**src/rtl/hwp_pkg.sv**
```systemverilog
package hwp_pkg;

    typedef enum logic [2:0] {
        S_IDLE  = 3'd0,
        S_FILL  = 3'd1,
        S_TAIL  = 3'd2,
        S_ISSUE = 3'd3,
        S_WAIT  = 3'd4,
        S_DONE  = 3'd5
    } hwp_state_e;

    typedef enum logic [1:0] {
        K_OK    = 2'd0,
        K_ALIGN = 2'd1,
        K_WRERR = 2'd2
    } hwp_kind_e;

    typedef struct packed {
        logic [7:0] hi;
        logic [7:0] lo;
    } hw_word_t;

    function automatic logic [15:0] word_bits(input hw_word_t w);
        return {w.hi, w.lo};
    endfunction

endpackage

```
**src/rtl/hwp_datapath.sv**
```systemverilog
module hwp_datapath
    import hwp_pkg::*;
#(
    parameter int ADDR_W = 16,
    parameter int LEN_W  = 8
) (
    input  logic              clk,
    input  logic              rst,
    input  logic              start,
    input  logic [ADDR_W-1:0] req_addr,
    input  logic [LEN_W-1:0]  req_len,
    input  logic              take,
    input  logic [7:0]        in_data,
    input  logic              tail_fill,
    input  logic [7:0]        rd_resp_data,
    input  logic              advance,
    output logic [ADDR_W-1:0] cur_addr,
    output hw_word_t          word,
    output logic              have_hi,
    output logic              rem_one,
    output logic              rem_zero
);
    localparam logic [ADDR_W-1:0] STEP = ADDR_W'(2);
    localparam logic [LEN_W-1:0]  ONE  = LEN_W'(1);

    logic [LEN_W-1:0] rem_q;

    always_ff @(posedge clk) begin
        if (rst) begin
            cur_addr <= '0;
            rem_q    <= '0;
            word     <= '0;
            have_hi  <= 1'b0;
        end else begin
            if (start) begin
                cur_addr <= req_addr;
                rem_q    <= req_len;
                have_hi  <= 1'b0;
            end
            if (take) begin
                rem_q <= rem_q - ONE;
                if (!have_hi) begin
                    word.hi <= in_data;
                    have_hi <= 1'b1;
                end else begin
                    word.lo <= in_data;
                    have_hi <= 1'b0;
                end
            end
            if (tail_fill) begin
                word.lo <= rd_resp_data;
                have_hi <= 1'b0;
            end
            if (advance) begin
                cur_addr <= cur_addr + STEP;
            end
        end
    end

    assign rem_one  = (rem_q == ONE);
    assign rem_zero = (rem_q == '0);

endmodule

```
**src/rtl/hwp_ctrl.sv**
```systemverilog
module hwp_ctrl
    import hwp_pkg::*;
#(
    parameter int ERR_W = 4
) (
    input  logic             clk,
    input  logic             rst,
    input  logic             req_valid,
    input  logic             req_odd,
    input  logic             req_empty,
    input  logic             in_valid,
    input  logic             have_hi,
    input  logic             rem_one,
    input  logic             rem_zero,
    input  logic             wr_ready,
    input  logic             wr_resp_valid,
    input  logic [ERR_W-1:0] wr_resp_err,
    input  logic             rd_resp_valid,
    output logic             req_ready,
    output logic             in_ready,
    output logic             wr_valid,
    output logic             rd_valid,
    output logic             done,
    output logic             start,
    output logic             take,
    output logic             tail_fill,
    output logic             advance,
    output logic [1:0]       done_kind,
    output logic [ERR_W-1:0] done_code
);
    hwp_state_e       state_q, state_d;
    hwp_kind_e        kind_q, kind_d;
    logic [ERR_W-1:0] code_q, code_d;
    logic             resp_bad;

    assign req_ready = (state_q == S_IDLE);
    assign in_ready  = (state_q == S_FILL);
    assign rd_valid  = (state_q == S_TAIL);
    assign wr_valid  = (state_q == S_ISSUE);
    assign done      = (state_q == S_DONE);
    assign start     = req_valid && req_ready;
    assign take      = in_valid && in_ready;
    assign tail_fill = rd_valid && rd_resp_valid;
    assign resp_bad  = (wr_resp_err != '0);
    assign advance   = (state_q == S_WAIT) && wr_resp_valid && !resp_bad;

    always_comb begin
        state_d = state_q;
        kind_d  = kind_q;
        code_d  = code_q;
        case (state_q)
            S_IDLE: if (start) begin
                if (req_odd) begin
                    state_d = S_DONE;
                    kind_d  = K_ALIGN;
                    code_d  = '0;
                end else if (req_empty) begin
                    state_d = S_DONE;
                    kind_d  = K_OK;
                    code_d  = '0;
                end else begin
                    state_d = S_FILL;
                end
            end
            S_FILL: if (take) begin
                if (have_hi)      state_d = S_ISSUE;
                else if (rem_one) state_d = S_TAIL;
            end
            S_TAIL:  if (rd_resp_valid) state_d = S_ISSUE;
            S_ISSUE: if (wr_ready)      state_d = S_WAIT;
            S_WAIT: if (wr_resp_valid) begin
                if (resp_bad) begin
                    state_d = S_DONE;
                    kind_d  = K_WRERR;
                    code_d  = wr_resp_err;
                end else if (rem_zero) begin
                    state_d = S_DONE;
                    kind_d  = K_OK;
                    code_d  = '0;
                end else begin
                    state_d = S_FILL;
                end
            end
            S_DONE:  state_d = S_IDLE;
            default: state_d = S_IDLE;
        endcase
    end

    always_ff @(posedge clk) begin
        if (rst) begin
            state_q <= S_IDLE;
            kind_q  <= K_OK;
            code_q  <= '0;
        end else begin
            state_q <= state_d;
            kind_q  <= kind_d;
            code_q  <= code_d;
        end
    end

    assign done_kind = kind_q;
    assign done_code = code_q;

    p_align_reject_r1: assert property (@(posedge clk) disable iff (rst)
        (start && req_odd) |=> (done && done_kind == K_ALIGN && !wr_valid && !rd_valid));

    p_empty_ok_r6: assert property (@(posedge clk) disable iff (rst)
        (start && !req_odd && req_empty) |=> (done && done_kind == K_OK));

    p_abort_code_r4: assert property (@(posedge clk) disable iff (rst)
        (state_q == S_WAIT && wr_resp_valid && resp_bad)
        |=> (done && done_kind == K_WRERR && done_code == $past(wr_resp_err)));

    p_done_pulse_r9: assert property (@(posedge clk) disable iff (rst)
        done |=> (!done && req_ready && $stable(done_kind) && $stable(done_code)));

    p_wr_hold_r8: assert property (@(posedge clk) disable iff (rst)
        (wr_valid && !wr_ready) |=> wr_valid);

endmodule

```
**src/rtl/halfword_packer.sv**
```systemverilog
module halfword_packer
    import hwp_pkg::*;
#(
    parameter int ADDR_W = 16,
    parameter int LEN_W  = 8,
    parameter int ERR_W  = 4
) (
    input  logic              clk,
    input  logic              rst,
    input  logic              req_valid,
    output logic              req_ready,
    input  logic [ADDR_W-1:0] req_addr,
    input  logic [LEN_W-1:0]  req_len,
    input  logic              in_valid,
    output logic              in_ready,
    input  logic [7:0]        in_data,
    output logic              wr_valid,
    input  logic              wr_ready,
    output logic [ADDR_W-1:0] wr_addr,
    output logic [15:0]       wr_data,
    input  logic              wr_resp_valid,
    input  logic [ERR_W-1:0]  wr_resp_err,
    output logic              rd_valid,
    output logic [ADDR_W-1:0] rd_addr,
    input  logic              rd_resp_valid,
    input  logic [7:0]        rd_resp_data,
    output logic              done,
    output logic [1:0]        done_kind,
    output logic [ERR_W-1:0]  done_code
);
    localparam logic [ADDR_W-1:0] NEIGHBOUR = ADDR_W'(1);

    logic              start, take, tail_fill, advance;
    logic              have_hi, rem_one, rem_zero;
    logic [ADDR_W-1:0] cur_addr;
    hw_word_t          word;

    hwp_ctrl #(.ERR_W(ERR_W)) ctrl_i (
        .clk           (clk),
        .rst           (rst),
        .req_valid     (req_valid),
        .req_odd       (req_addr[0]),
        .req_empty     (req_len == '0),
        .in_valid      (in_valid),
        .have_hi       (have_hi),
        .rem_one       (rem_one),
        .rem_zero      (rem_zero),
        .wr_ready      (wr_ready),
        .wr_resp_valid (wr_resp_valid),
        .wr_resp_err   (wr_resp_err),
        .rd_resp_valid (rd_resp_valid),
        .req_ready     (req_ready),
        .in_ready      (in_ready),
        .wr_valid      (wr_valid),
        .rd_valid      (rd_valid),
        .done          (done),
        .start         (start),
        .take          (take),
        .tail_fill     (tail_fill),
        .advance       (advance),
        .done_kind     (done_kind),
        .done_code     (done_code)
    );

    hwp_datapath #(.ADDR_W(ADDR_W), .LEN_W(LEN_W)) dp_i (
        .clk          (clk),
        .rst          (rst),
        .start        (start),
        .req_addr     (req_addr),
        .req_len      (req_len),
        .take         (take),
        .in_data      (in_data),
        .tail_fill    (tail_fill),
        .rd_resp_data (rd_resp_data),
        .advance      (advance),
        .cur_addr     (cur_addr),
        .word         (word),
        .have_hi      (have_hi),
        .rem_one      (rem_one),
        .rem_zero     (rem_zero)
    );

    assign wr_addr = cur_addr;
    assign wr_data = word_bits(word);
    assign rd_addr = cur_addr + NEIGHBOUR;

    p_even_word_r2: assert property (@(posedge clk) disable iff (rst)
        wr_valid |-> !wr_addr[0]);

    p_tail_merge_r3: assert property (@(posedge clk) disable iff (rst)
        (rd_valid && rd_resp_valid) |=> (wr_valid && wr_data[7:0] == $past(rd_resp_data)));

    p_data_hold_r8: assert property (@(posedge clk) disable iff (rst)
        (wr_valid && !wr_ready) |=> ($stable(wr_data) && $stable(wr_addr)));

    p_stream_excl_r7: assert property (@(posedge clk) disable iff (rst)
        in_ready |-> (!req_ready && !wr_valid && !rd_valid));

endmodule

```
**config.mk**
```make
export PLATFORM = sky130hd
export DESIGN_NAME = halfword_packer
export DESIGN_NICKNAME = d
export VERILOG_FILES = /design/src/rtl/hwp_pkg.sv /design/src/rtl/hwp_datapath.sv /design/src/rtl/hwp_ctrl.sv /design/src/rtl/halfword_packer.sv
export SDC_FILE = /design/constraint.sdc
export NUM_CORES = 1
export LEC_CHECK = 0
export BUFFER_PORTS_ARGS = -buffer_cell sky130_fd_sc_hd__buf_2
export CAP_MARGIN = 10
export CORE_MARGIN = 1
export CORE_UTILIZATION = 44
export DETAILED_ROUTE_END_ITERATION = 7
export PLACE_DENSITY = 0.8
export SYNTH_ARGS = -nofsm -noshare
export SYNTH_HDL_FRONTEND = slang
export SYNTH_SLANG_ARGS = --single-unit
```
**constraint.sdc**
```tcl
create_clock -name clk -period 1.9 [get_ports clk]
set_input_delay 0.095 -clock clk [delete_from_list [all_inputs] [get_ports clk]]
set_output_delay 0.095 -clock clk [all_outputs]
set_load 0.01 [all_outputs]
```
==> flow_summary.yaml, run 1 <==
worst_setup_path:
  worstPathRequired_ns: 1.80
  cp_num_buf_inv: 2
  criticalPathCategory: "reg2out"
  cp-start-kind: "flip-flop"
  cpPeakStageDelay_ns: 0.40
  endpoint_kind: "output pin"
  regToRegSetupSlack_ns: 0.15
  crit_slowest_cell: "dfxtp_4"
  path_cells: "ha_1 > nand3_2 > buf_4 > nor3_2 > xor2_1 > buf_2"
  cp_max_fo: 6
  path_delay_family: "flip-flops"
  worst_ep_arrival_time_ns: 1.72
pwr:
  p_int_uw: 1970
  p_leak_uw: 0.00166
  clkPwrFrac_pct: 21.4
  power_frac_seq_pct: 43.1
  p_sw_uw: 1130
  combPwrFrac_pct: 35.6
  p_per_area_nw_per_um2: 799
  swShare_pct: 36.4
  ir_worst_vdd_v: 0.000467
  power_uw: 3100
timing:
  fmax_ghz: 0.551
  rsz0062_at_grt: "yes"
  fin_tns_setup_ns: 0
  skew_ns: 0.00974
  drv_slew: 0
  final.min_clock_period_ns: 1.81
  tightest_slew_ns: 0.391
  setup-violations-final: 0
  period_share_pct: 95.5
  relSlewSlack_pct: 73.6
  worst_slack_ns: 0.0863
  hold_viol: 0
drt:
  num_vias: 3171
  drt_iter0_markers: 297
  vias_per_cell: 5.74
  ant_nets: 0
  drc_errors: 0
  drt-pass1-iter-count: 4
  post_drt_wl_per_cell_um: 15.7
  postRouteWirelength_mm: 8.65
global_route:
  grt_overflow: 0
  grtUsageTotal_pct: 24.8
  antenna_found_initial: 0
  grt_max_degree: 26
  grt_pass1_wl_mm: 14.2
  first_global_vias: 3048
placement:
  pre_cts_slack_ns: 0.109
  dpl.hpwl_mm: 6.38
  numPortBuffers: 109
  routabilityCongestion: 0.907
floorplanning:
  core_area_um2: 6310
  die_h_um: 82.8
  rows: 29
  die_x_um: 82.8
  start_util_pct: 45.5
  io_pins: 110
  fp.dieArea_um2: 6860
synthesis:
  synth_nets: 406
  synth_top_area_share_pct: 34.8
  seq_area_frac_synth_pct: 34.8
  syn_area_um2: 2880
  synth-main-ff-cell: "dfxtp_1"
  synth-warning-count: 0
  ys_types: 56
  synth_area_leaders: "dfxtp_1 (35%), mux2i_1 (6.3%), nor2_1 (4.8%)"
  synth_common_cells: "dfxtp_1 (50), nor2_1 (37), nand2_1 (35)"
  synth_seq_cells: 50
  yosys.area.top_type: "dfxtp_1"
  synth_edf_count: 0
  avgSynthCellArea_um2: 8.22
  async_flop_share_pct: 0
  synthCells: 350
  yosysMostFrequentCell: "dfxtp_1"
clocking:
  root_buffer: "clkbuf_8"
  cts.sinks: 50
  clk_latency_ns: 0.31
  cts_tree: "yes"
  htree_levels: 2
  clkTransAtPathRegs_ns: 0.10
  numCtsBuffers: 5
  clock_path_buffers: 2
final_layout:
  finalNetCount: 530
  drive_gt1_share_pct: 38.7
  area_growth_pct: 34.9
  antenna_cells: 0
flow_run:
  maxCapViolCount: 0
min_path:
  hp-class: "in2reg"
run_status:
  status: "finished clean"
==> placed cells by master (no fill, tap or decap), types with 9 or more instances in the layout <==
| cell type | n |
|---|---|
| buf_4 | 31 |
| a21oi_1 | 22 |
| nand3_1 | 12 |
| nor3_1 | 14 |
| buf_2 | 109 |
| dfxtp_1 | 39 |
| a211oi_1 | 11 |
| nor2_1 | 37 |
| dfxtp_2 | 9 |
| mux2i_1 | 18 |
| nand2_1 | 33 |
==> kinds of logic (layout without fill, tap and decap cells) <==
logic type	Yosys count	in the layout	share of synthesized area, %
AOI/OAI and AO/OA	88	88	21.6
muxes	19	19	6.66
xor gates and xnor gates	14	14	4.26
and+or+nand+nor	145	145	26.2
adders and majority gates	5	5	2.18
DFF	50	50	34.8
buffers and inverters	29	154	4.22
==> worst min-delay path: cells and delay by family <==
kind,cells,cell delay (ns)
buf+inv,1,0.10
compound gates,1,0.06
simple gates,1,0.05
==> timing repair <==
item,4_1_cts,5_1_grt
endpoints found under the setup margin,7,22
setup buffers,0,2
hold buffers,0,0
pin swaps,1,5
gates resized for setup,12,20
cloned,0,0
==> power groups by stage <==
stage / logic [µW] / clock network (µW) / registers (µW)
2_1_floorplan: 653 / 0 / 1330
3_3_place_gp: 1060 / 0 / 1330
3_5_place_dp: 1080 / 0 / 1340
4_1_cts: 1090 / 670 / 1320
5_1_grt: 1210 / 712 / 1360
6_report: 1100 / 663 / 1330
==> registers in the layout (all words and copies together), names as in the netlist <==
name              flops
dp_i.rem_q            8
dp_i.cur_addr        16
ctrl_i.state_q        3
dp_i.have_hi          1
ctrl_i.done_kind      2
ctrl_i.done_code      4
dp_i.word            16
==> metal layers <==
metal  vias to the layer above  GRT usage [%]  routed length [µm]
met2                       144           40.7                4090
met4                         0           8.78                 129
met5                         -              0                   0
met1                      1456           32.2                3780
li1                       1556              -                   -
met3                        15           5.27                 653
==> area by class of cell <==
type                    count  area (µm²)
inverters                   6        22.5
clock inverters             1        5.00
flip-flops and latches     50        1020
clock buffers               7        86.3
repair buffers            140         778
fillers                   558        2430
multi-input cells         271        1870
well taps                  77        96.3
==> metrics by stage <==
| stage | hold WS [ns] | utilization [%] | cells | instance area [µm²] |
|---|---|---|---|---|
| after floorplan | 0.242 | - | 350 | 2880 |
| after global placement | 0.344 | 57.8 | 542 | 3650 |
| after detailed placement | 0.355 | 57.8 | 542 | 3650 |
| after CTS | 0.0313 | 60.3 | 550 | 3800 |
| after global routing | 0.0351 | 61.5 | 552 | 3880 |
| final | 0.0380 | 61.5 | 552 | 3880 |
==> final timing paths <==
check | start | cells after the start | to
worst max-delay path | dp_i.cur_addr[1] | 6 | rd_addr[10]
worst min-delay path | req_addr[6] | 3 | dp_i.cur_addr[6]
worst max register to register | dp_i.cur_addr[4] | 6 | dp_i.cur_addr[12]
worst min register to register | dp_i.word[15] | 2 | dp_i.word[15]
Note: power is estimated with default switching activity, not from simulation.
==> run 2, diff against run 1 <==
Settings changed: RECOVER_POWER set to 25.
==> flow_summary.yaml, run 2 (synthesis results as in run 1) <==
timing:
  rsz0062_at_grt: "yes"
  skew_ns: 0.0101
  hold_viol: 0
  period_share_pct: 95.4
  relSlewSlack_pct: 73.5
  drv_slew: 0
  final.min_clock_period_ns: 1.81
  fin_tns_setup_ns: 0
  worst_hold_slack_ns: 0.0376
  fmax_ghz: 0.552
  tightest_slew_ns: 0.392
  setup-violations-final: 0
floorplanning:
  rows: 29
  die_h_um: 82.8
  start_util_pct: 45.5
  fp.dieArea_um2: 6860
  core_area_um2: 6310
  die_x_um: 82.8
  io_pins: 110
clocking:
  cts.sinks: 50
  numCtsBuffers: 5
  cts_tree: "yes"
  clock_path_buffers: 2
  htree_levels: 2
  clkTransAtPathRegs_ns: 0.10
  hold_buffers: 0
  clk_latency_ns: 0.31
  root_buffer: "clkbuf_8"
global_route:
  grt_overflow: 0
  antenna_found_initial: 0
  grt_pass1_wl_mm: 14.2
  grtUsageTotal_pct: 24.8
  first_global_vias: 3048
  grt_max_degree: 26
worst_setup_path:
  crit_slowest_cell: "dfxtp_4"
  worstPathRequired_ns: 1.80
  r2r-start: "dp_i.cur_addr[4]"
  cp-start-kind: "flip-flop"
  path_delay_family: "flip-flops"
  cp_max_fo: 6
  criticalPathCategory: "reg2out"
  path_cells: "ha_1 > nand3_2 > buf_4 > nor3_2 > xor2_1 > buf_2"
  endpoint_kind: "output pin"
  worst_ep_arrival_time_ns: 1.72
  reg2reg_depth: 6
  regToRegSetupSlack_ns: 0.16
  cpPeakStageDelay_ns: 0.40
  cp_num_buf_inv: 2
  r2r_end: "dp_i.cur_addr[12]"
final_layout:
  fin_area_um2: 3850
  area_growth_pct: 34.0
  layout_common_cells: "buf_2 (88), dfxtp_1 (39), nor2_1 (37)"
  antenna_cells: 0
  finalNetCount: 530
  ff_latch_area_um2: 1020
  final_common_cell: "buf_2"
  multi_input_area_um2: 1870
  drive_gt1_share_pct: 34.3
  top_regs: "dp_i.cur_addr: 16 flops, dp_i.word: 16 flops, dp_i.rem_q: 8 flops"
  nFillCells: 568
  fin_cells: 552
pwr:
  p_per_area_nw_per_um2: 802
  p_int_uw: 1960
  swShare_pct: 36.5
  combPwrFrac_pct: 35.4
  ir_worst_vdd_v: 0.000464
  clkPwrFrac_pct: 21.5
  p_leak_uw: 0.00157
  power_frac_seq_pct: 43.2
  p_sw_uw: 1130
drt:
  highest_layer: "met4"
  post_drt_wl_per_cell_um: 15.6
  wl_met2_mm: 4.11
  vias_per_cell: 5.76
  drt_iter0_markers: 306
  ant_nets: 0
  num_vias: 3179
  wl_met3_um: 637
  met1_length_mm: 3.77
  drc_errors: 0
  postRouteWirelength_mm: 8.64
  drt-pass1-iter-count: 4
placement:
  numPortBuffers: 109
  dpl.hpwl_mm: 6.38
  dp_cells: 542
  dpl_cell_area_um2: 3650
  routabilityCongestion: 0.907
flow_run:
  maxCapViolCount: 0
min_path:
  hp-class: "in2reg"
  holdPathEnd: "dp_i.word[13]"
  hold_start: "in_data[5]"
  min_path_cells: 3
run_status:
  status: "finished clean"
run 2: changes by cell type in the layout (fill, tap and decap cells not counted):
cell      delta
clkbuf_1    +21
buf_2       -21
run 2: cell type report:
type	count	area share [%]
clock buffer	7	2.24
clock inverter	1	0.130
inverter	6	0.584
multi-input combinational	271	48.6
sequential	50	26.5
tap	77	2.50
timing repair buffer	140	19.5
run 2: worst min-delay path, delay by kind of cell:
family	cells	cell delay, ns
buffers and inverters	1	0.08
multiplexers	1	0.06
AND/OR/NAND/NOR	1	0.08
run 2: how the worst max path moves through the flow:
stage	start	to	slack, ns	depth (start not counted)
2_1_floorplan	dp_i.cur_addr[2]	rd_addr[15]	0.05	5
3_3_place_gp	dp_i.cur_addr[1]	rd_addr[11]	0.11	6
3_5_place_dp	ctrl_i.state_q[2]	ctrl_i.done_code[3]	0.11	5
4_1_cts	dp_i.cur_addr[5]	rd_addr[14]	0.0003	5
5_1_grt	dp_i.cur_addr[4]	rd_addr[10]	-0.02	5
6_report	dp_i.cur_addr[1]	rd_addr[10]	0.09	6
run 2: per-stage QoR:
step | setup WS, ns | total power (µW) | util (%)
final | 0.0872 | 3090 | 61.0
after floorplan | 0.0481 | 1990 | -
after CTS | 0.000259 | 3080 | 60.3
after global routing | -0.0222 | 3270 | 61.0
after global placement | 0.110 | 2390 | 57.8
after detailed placement | 0.109 | 2420 | 57.8
run 2: power by group through the flow:
stage | Combinational (µW) | Clock (µW) | Sequential [µW]
global placement | 1060 | 0 | 1330
CTS | 1090 | 670 | 1320
floorplan | 653 | 0 | 1330
detailed placement | 1080 | 0 | 1340
finish | 1090 | 663 | 1330
global route | 1200 | 712 | 1360
run 2: timing repair:
item | 4_1_cts | 5_1_grt
gates resized for setup | 12 | 20
buffers inserted | 0 | 2
pin swaps | 1 | 5
endpoints found under the setup margin | 7 | 22
run 2: routing by layer:
layer  vias up  track usage [%]
li1       1555                -
met4         0             8.78
met3        13             5.27
met1      1469             32.2
met5         -                0
met2       142             40.7
